**config.mk**
```make
export PLATFORM = sky130hd
export DESIGN_NAME = pgpio_ctrl
export DESIGN_NICKNAME = d
export VERILOG_FILES = /design/src/rtl/pgpio_pkg.sv /design/src/rtl/pgpio_sync.sv /design/src/rtl/pgpio_edge_bank.sv /design/src/rtl/pgpio_ctrl.sv
export SDC_FILE = /design/constraint.sdc
export NUM_CORES = 1
export LEC_CHECK = 0
export ABC_CLOCK_PERIOD_IN_PS = 2000
export CORE_ASPECT_RATIO = 1.4
export CORE_MARGIN = 2
export CORE_UTILIZATION = 50
export DETAILED_ROUTE_END_ITERATION = 12
export PLACE_DENSITY = 0.76
export REMOVE_ABC_BUFFERS = 1
export SLEW_MARGIN = 25
export SYNTH_ARGS = -nofsm -noshare
export SYNTH_HDL_FRONTEND = slang
export SYNTH_SLANG_ARGS = --single-unit
```
**constraint.sdc**
```tcl
create_clock -name clk -period 2 [get_ports clk]
set_clock_uncertainty 0.1 [all_clocks]
set_input_delay 0.4 -clock clk [delete_from_list [all_inputs] [get_ports clk]]
set_output_delay 0.4 -clock clk [all_outputs]
set_load 0.1 [all_outputs]
```
**src/rtl/pgpio_pkg.sv**
```systemverilog
package pgpio_pkg;
  localparam int PG_PORT_W     = 8;
  localparam int PG_NUM_PORTS  = 6;
  localparam int PG_EDGE_PORTS = 3;

  // Bank selector held in the upper two bits of the page register
  typedef enum logic [1:0] {
    PG_NONE = 2'd0,
    PG_POL  = 2'd1,
    PG_EN   = 2'd2,
    PG_ID   = 2'd3
  } page_e;
endpackage

```
**src/rtl/pgpio_sync.sv**
```systemverilog
module pgpio_sync #(
  parameter int W = 8
) (
  input  logic         clk,
  input  logic         rst_n,
  input  logic [W-1:0] async_in,
  output logic [W-1:0] sync_out
);
  logic [W-1:0] s1_q, s2_q;

  always_ff @(posedge clk or negedge rst_n) begin
    if (!rst_n) begin
      s1_q <= '0;
      s2_q <= '0;
    end else begin
      s1_q <= async_in;
      s2_q <= s1_q;
    end
  end

  assign sync_out = s2_q;
endmodule

```
**src/rtl/pgpio_edge_bank.sv**
```systemverilog
module pgpio_edge_bank #(
  parameter int W = 8
) (
  input  logic         clk,
  input  logic         rst_n,
  input  logic [W-1:0] lvl,
  input  logic         pol_we,
  input  logic         en_we,
  input  logic [W-1:0] wdata,
  output logic [W-1:0] pol_q,
  output logic [W-1:0] en_q,
  output logic [W-1:0] id_q,
  output logic         pend
);
  logic [W-1:0] prev_q;
  logic [W-1:0] pol_d, en_d, id_d;
  logic [W-1:0] rise, fall, hit;

  always_comb begin
    rise  = lvl & ~prev_q;
    fall  = ~lvl & prev_q;
    // Current polarity decides; a polarity write acts from next cycle
    hit   = (pol_q & rise) | (~pol_q & fall);
    pol_d = pol_we ? wdata : pol_q;
    en_d  = en_we ? wdata : en_q;
    // a cleared enable wins; an edge needs the enable already set
    id_d  = en_d & (id_q | (hit & en_q));
  end

  always_ff @(posedge clk or negedge rst_n) begin
    if (!rst_n) begin
      prev_q <= '0;
      pol_q  <= '0;
      en_q   <= '0;
      id_q   <= '0;
    end else begin
      prev_q <= lvl;
      pol_q  <= pol_d;
      en_q   <= en_d;
      id_q   <= id_d;
    end
  end

  assign pend = |id_q;
endmodule

```
**src/rtl/pgpio_ctrl.sv**
```systemverilog
module pgpio_ctrl
  import pgpio_pkg::*;
#(
  parameter int PORT_W     = PG_PORT_W,
  parameter int NUM_PORTS  = PG_NUM_PORTS,
  parameter int EDGE_PORTS = PG_EDGE_PORTS,
  parameter int ADDR_W     = 4
) (
  input  logic                        clk,
  input  logic                        rst_n,
  input  logic                        bus_sel,
  input  logic                        bus_wr,
  input  logic [ADDR_W-1:0]           bus_addr,
  input  logic [PORT_W-1:0]           bus_wdata,
  output logic [PORT_W-1:0]           bus_rdata,
  input  logic [PORT_W*NUM_PORTS-1:0] pin_in,
  output logic [PORT_W*NUM_PORTS-1:0] pin_pull,
  output logic                        irq_out
);
  localparam int PIN_W    = PORT_W * NUM_PORTS;
  localparam int EDGE_W   = PORT_W * EDGE_PORTS;
  localparam int OFF_PEND = NUM_PORTS;
  localparam int OFF_PAGE = NUM_PORTS + 1;
  localparam int OFF_BANK = NUM_PORTS + 2;

  logic              wr_en;
  logic [PIN_W-1:0]  data_q, data_d;
  page_e             page_q, page_d;
  logic [PIN_W-1:0]  lvl_s;
  logic [EDGE_PORTS-1:0] pol_we, en_we, pend_vec;
  logic [EDGE_W-1:0] pol_flat, en_flat, id_flat;
  logic [PORT_W-1:0] rdata_c;

  assign wr_en = bus_sel & bus_wr;

  // pin levels synchronised before reading or edge detection
  pgpio_sync #(.W(PIN_W)) u_sync (
    .clk      (clk),
    .rst_n    (rst_n),
    .async_in (pin_in),
    .sync_out (lvl_s)
  );

  // data registers
  always_comb begin
    data_d = data_q;
    for (int i = 0; i < NUM_PORTS; i++) begin
      if (wr_en && bus_addr == ADDR_W'(i))
        data_d[i*PORT_W +: PORT_W] = bus_wdata;
    end
  end

  // page register, only the top two bits are stored
  always_comb begin
    page_d = page_q;
    if (wr_en && bus_addr == ADDR_W'(OFF_PAGE))
      page_d = page_e'(bus_wdata[PORT_W-1 -: 2]);
  end

  always_ff @(posedge clk or negedge rst_n) begin
    if (!rst_n) begin
      data_q <= '0;
      page_q <= PG_NONE;
    end else begin
      data_q <= data_d;
      page_q <= page_d;
    end
  end

  // bank write strobes decoded from page and offset
  always_comb begin
    pol_we = '0;
    en_we  = '0;
    for (int p = 0; p < EDGE_PORTS; p++) begin
      if (wr_en && bus_addr == ADDR_W'(OFF_BANK + p)) begin
        pol_we[p] = (page_q == PG_POL);
        en_we[p]  = (page_q == PG_EN);
      end
    end
  end

  // one edge bank per interrupt-capable port
  for (genvar p = 0; p < EDGE_PORTS; p++) begin : g_bank
    pgpio_edge_bank #(.W(PORT_W)) u_bank (
      .clk    (clk),
      .rst_n  (rst_n),
      .lvl    (lvl_s[p*PORT_W +: PORT_W]),
      .pol_we (pol_we[p]),
      .en_we  (en_we[p]),
      .wdata  (bus_wdata),
      .pol_q  (pol_flat[p*PORT_W +: PORT_W]),
      .en_q   (en_flat[p*PORT_W +: PORT_W]),
      .id_q   (id_flat[p*PORT_W +: PORT_W]),
      .pend   (pend_vec[p])
    );
  end

  // Read mux
  always_comb begin
    rdata_c = '0;
    for (int i = 0; i < NUM_PORTS; i++) begin
      if (bus_addr == ADDR_W'(i))
        rdata_c = lvl_s[i*PORT_W +: PORT_W];
    end
    if (bus_addr == ADDR_W'(OFF_PEND))
      rdata_c = PORT_W'(pend_vec);
    if (bus_addr == ADDR_W'(OFF_PAGE))
      rdata_c = {page_q, {(PORT_W-2){1'b0}}};
    for (int p = 0; p < EDGE_PORTS; p++) begin
      if (bus_addr == ADDR_W'(OFF_BANK + p)) begin
        case (page_q)
          PG_POL:  rdata_c = pol_flat[p*PORT_W +: PORT_W];
          PG_EN:   rdata_c = en_flat[p*PORT_W +: PORT_W];
          PG_ID:   rdata_c = id_flat[p*PORT_W +: PORT_W];
          default: rdata_c = '0;
        endcase
      end
    end
  end

  assign bus_rdata = rdata_c;
  assign pin_pull  = data_q;
  // single request line
  assign irq_out   = |pend_vec;
endmodule

```
# Word-level counts from Yosys, hierarchy flattened
# Index checks and enable logic that the tools add are counted.
[op_classes]
mux = 23
eq_ne = 13
reduce_logical = 15
n_bitwise = 34
[ops]
columns = ["cell", "n"]
rows = [
  ["8-bit AND", 18],
  ["8-bit two-way mux", 14],
  ["8-bit inverter", 9],
  ["8-bit one-hot mux with 3 select lines", 3],
  ["8-bit bitwise OR", 6],
  ["24-bit OR reduction", 1],
  ["8-bit OR reduction", 3],
  ["4-bit by 3-bit == test with 1-bit output, second input constant", 4],
  ["4-bit == test, second input constant", 3],
  ["1-bit logical AND", 10],
  ["4-bit by 2-bit == test with 1-bit output, second input constant", 2],
  ["1-bit two-way mux", 6],
  ["2-bit == test, second input constant", 2],
  ["4-bit by 1-bit == test with 1-bit output, second input constant", 1],
  ["4-bit logical NOT", 1],
  ["2-bit by 1-bit == test with 1-bit output, second input constant", 1],
  ["1-bit AND", 1],
]
[totals]
out_inout_bits = 57
inputBits = 64
reg_bits = 242
word_cells = 106

# Longest topological paths before layout
# Gate-level depths: netlist of run 1.
[depth]
depth_word = 12
mapped_depth = 8

# Hierarchy
# A second synthesis of run 1 with hierarchy kept.
[unflattened]
cells_unflattened = 598
hier_area_um2 = 9382.7
[by_module_without_submodules]
columns = ["mod", "area_each_um2", "seq_area_each_um2", "cells_per_inst", "n_inst"]
rows = [
  ["pgpio_edge_bank", 1273.7, 800.8, 77, 3],
  ["pgpio_ctrl", 3159.3, 1251.2, 271, 1],
  ["pgpio_sync", 2402.3, 2402.3, 96, 1],
]

# Worst setup path before layout of run 1
# OpenSTA, ideal clock, no wires.
[synth_path]
path_kind = "input-to-output"
start = "input bus_addr[0]"
end = "output bus_rdata[0]"
setup_slack_ps = -1869
stages = 6
required_ps = 1500
n_path_buf = 2
arrival_time_ps = 3369
path_cell_list = "buf_4 > buf_2 > mux2i_1 > o2bb2ai_1 > a221oi_1 > o31ai_1"
[synth_between]
elab_chain_len = 12
elab_cells_between_ends = 22
classes_between = "eq/ne (10); mux (11); reduce/logical (1)"
[synth_lines]
columns = ["item", "line_no", "rtl"]
rows = [
  ["from (decl)", "pgpio_ctrl.sv:13", "input logic [ADDR_W-1:0] bus_addr,"],
  ["4-bit logical NOT", "pgpio_ctrl.sv:102", "if (bus_addr == ADDR_W'(i))"],
  ["8-bit two-way mux (6 in a row)", "pgpio_ctrl.sv:102", ""],
  ["8-bit two-way mux", "pgpio_ctrl.sv:105", "if (bus_addr == ADDR_W'(OFF_PEND))"],
  ["8-bit two-way mux", "pgpio_ctrl.sv:107", "if (bus_addr == ADDR_W'(OFF_PAGE))"],
  ["8-bit two-way mux (2 in a row)", "pgpio_ctrl.sv:110", "if (bus_addr == ADDR_W'(OFF_BANK + p)) begin"],
  ["8-bit two-way mux *", "pgpio_ctrl.sv:110", ""],
  ["to (decl)", "pgpio_ctrl.sv:15", "output logic [PORT_W-1:0] bus_rdata,"],
]
# Every way passes the cells marked *; elsewhere a longest branch is shown, timed or not.

# Worst setup path after layout of run 1
[layout_path]
start = "register page_q[0]"
end = "output bus_rdata[3]"
[layout_between]
elab_chain_len = 5
elab_cells_between_ends = 9
classes_between = "eq/ne (3); mux (6)"
[layout_lines]
columns = ["item", "line_no", "rtl"]
rows = [
  ["from (decl)", "pgpio_ctrl.sv:28", "page_e page_q, page_d;"],
  ["from (signal assigned)", "pgpio_ctrl.sv:66", "page_q <= page_d;"],
  ["2-bit == test / 2-bit by 1-bit == test with 1-bit output (equally long branches)", "pgpio_ctrl.sv:111", "case (page_q)"],
  ["8-bit one-hot mux with 3 select lines", "pgpio_ctrl.sv:111", ""],
  ["8-bit two-way mux (2 in a row)", "pgpio_ctrl.sv:110", ""],
  ["8-bit two-way mux *", "pgpio_ctrl.sv:110", ""],
]
# Marks and branches as above.

==> flow_metrics.tcl, run 1 <==
set metrics [dict create \
    hpwl_mm 18.3 \
    final_cells 1284 \
    yosysWarnings 0 \
    synth_top_family_by_area "multiplexers" \
    cts_tree "done" \
    crit_path_start_kind "flop" \
    placed_cells 1220 \
    synthTopCellsByCount "242 x dfrtp_1, 99 x nand2_1, 97 x mux2_2, 73 x nor2_1, 26 x nor3_1" \
    path_class "reg2out" \
    die_area_um2 20100 \
    portBuffers 120 \
    drt-total-wl_mm 30.7 \
    clockRootBuffer "clkbuf_16" \
    hp-class "in2reg" \
    yosys.area.top_type "dfrtp_1" \
    die_h_um 167 \
    drv_cap 0 \
    grt_overflow 0 \
    netlist.area_leader.share_pct 63.9 \
    tightest_slew_ps 547 \
    routed_via_density 5.96 \
    core-area_um2 18600 \
    num_vias 7648 \
    fmax_ghz 0.325 \
    reg2regPathDepth 9 \
    place_congestion 0.955 \
    whs_ps 215 \
    drc 0 \
    irDropWorstVdd_mv 0.718 \
    fin_crit_sh_pct 154 \
    syn_to_final_growth_pct 51.2 \
    ys.flop_type "dfrtp_1" \
    rsz0062_at_grt "true" \
    critPathCaptureType "primary output" \
    final_hold_viol_count 0 \
    synth_seq_cells 242 \
    synth_edf_count 0 \
    muxShareOfSynthArea_pct 14.9 \
    synth-simple-area-share_pct 11.6 \
    relSlewSlack_pct 63.5 \
    synthArstFlopShare_pct 100 \
    initial_core_util_pct 51.0 \
    critPathMaxFanout 8 \
    setup_viol 109 \
    cts_made_buffers 23 \
    status "finished with violations" \
    grt_max_degree 64 \
    fin_util_pct 77.1 \
    boundaryPins 121 \
    firstDrtPassIters 6 \
    post_drt_wl_per_cell_um 23.9 \
    critPathArrivalTime_ps 2570 \
    grt_pass1_wl_mm 41.7 \
    synth_compound_gate_area_share_pct 7.64 \
    dpl-instance-area_um2 12700 \
    cts-htree-levels 1 \
    synthDistinctLibCells 44 \
    syn_area_um2 9480 \
    ant_nets 0 \
    violations "setup timing" \
    cts_buffer_depth 3 \
    p_per_area_nw_per_um2 1010 \
    synth_area_leaders "dfrtp_1 64%, mux2_2 12%, nand2_1 3.9%" \
    total_power_mw 14.4 \
    rows 59 \
    ys_seq_area_share_pct 63.9 \
    synth_fa_ha_area_share_pct 0 \
    fin_area_um2 14300 \
    period_needed_ps 3070 \
    grt_use_total_pct 26.9 \
    cp.required_ps 1500 \
    grt_antenna_before_repair 1 \
    cts.clk_slew.worst_paths_ps 60 \
    clkLatencyLatePin_ps 520 \
    cts.sinks 242 \
    holdPathStages 1 \
    timing.final.ws_setup_ps -1070 \
    synth_cells 748 \
    grt_pass1_vias 7560 \
    drtIter0Drc 789 \
    r2r_slack_ps -290 \
    drive_gt1_share_pct 43.1 \
    power.leakage_nw 6.56 \
    slew_viol_final 0 \
    synth_xor_area_share_pct 0 \
    syn_avg_cell_area_um2 12.7 \
    die_w_um 120 \
    fin_nets 1087 \
    yosysMostFrequentCell "dfrtp_1" \
]
==> layout by cell type (no fill, tap or decap), types with 9 or more instances in the layout <==
master,n
clkdlybuf4s50_1,59
nor2_2,9
clkbuf_16,28
dfrtp_1,240
a21oi_1,20
buf_4,118
nand2_1,94
nor3_1,19
buf_6,30
mux2_2,68
mux2i_1,10
nor2_1,61
a211oi_1,20
buf_12,72
mux2_4,31
a22oi_1,10
==> sequential cells by signal (all words and copies together), names as in the netlist <==
| register | count |
|---|---|
| g_bank.u_bank.id_q | 24 |
| page_q | 2 |
| g_bank.u_bank.en_q | 24 |
| u_sync.s1_q | 48 |
| g_bank.u_bank.prev_q | 24 |
| g_bank.u_bank.pol_q | 24 |
| pin_pull | 48 |
| u_sync.sync_out | 48 |
==> logic make-up (layout without fill, tap and decap cells) <==
kind of cell | Yosys count | count (layout)
buffers and inverters | 41 | 332
and+or+nand+nor | 246 | 246
muxes | 118 | 118
other | 0 | 1
AOI/OAI and AO/OA | 101 | 101
DFF | 242 | 242
==> where the power goes <==
group          switching (mW)  leakage, nW  internal [mW]  total, mW
combinational            2.51         3.16           1.76       4.27
sequential              0.405         3.03           5.30       5.71
clock                    1.87        0.372           2.59       4.47
==> cell type report <==
type,instances,area (µm²)
Sequential cell,242,6060
Clock buffer,30,662
Inverter,1,3.75
Fill cell,1022,4260
Antenna cell,1,2.50
Timing Repair Buffer,290,3440
Multi-Input combinational cell,465,3750
Tap cell,244,305
Clock inverter,11,118
==> worst paths after layout <==
check / start / end
max in group asynchronous: rst_n / u_sync.s1_q[36]$_DFF_PN0_
min: pin_in[11] / u_sync.s1_q[11]$_DFF_PN0_
min in group asynchronous: rst_n / pin_pull[33]$_DFFE_PN0P_
max reg2reg: page_q[0]$_DFFE_PN0P_ / g_bank[0].u_bank.id_q[6]$_DFF_PN0_
max: page_q[0]$_DFFE_PN0P_ / bus_rdata[3]
min reg2reg: u_sync.s1_q[16]$_DFF_PN0_ / u_sync.sync_out[16]$_DFF_PN0_
==> metrics by stage <==
step	TNS [ps]	setup slack, ps
CTS	-9250	-1040
finish	-15520	-1070
global placement	-76750	-1060
global route	-20410	-1180
floorplan	-46700	-1960
detailed placement	-80160	-1080
==> layer usage <==
metal,global-route usage [%],vias to the layer above,wire length (µm),share of wire (%)
met3,3.42,176,2190,7.1
met5,0,-,0,0
met4,12.8,0,2200,7.2
li1,-,3183,-,-
met2,47.2,478,15900,52
met1,32.6,3811,10500,34
==> repair_timing <==
| item | CTS | global route |
|---|---|---|
| resized for setup | 37 | 126 |
| setup endpoints to repair | 96 | 77 |
| gates cloned | 0 | 5 |
| endpoints found under the hold margin | 54 | 0 |
| buffers inserted | 2 | 17 |
| pin swaps | 6 | 28 |
| hold buffers | 1 | 0 |
==> critical path, cell delays in order, from the launching register on <==
cell      delay [ps]
dfrtp_2          510
buf_12           180
buf_4            130
mux2_2           340
a22o_1           230
a32oi_2          260
o211ai_1         200
buf_12           220
(Power assumes the default switching activity.)
==> inputs of run 2 (changes only) <==
- ABC_CLOCK_PERIOD_IN_PS: 2000 -> not set
- CAP_MARGIN: not set -> 20
==> results of run 2 <==
No change in the layout: final DEF, timing and power equal those of run 1.
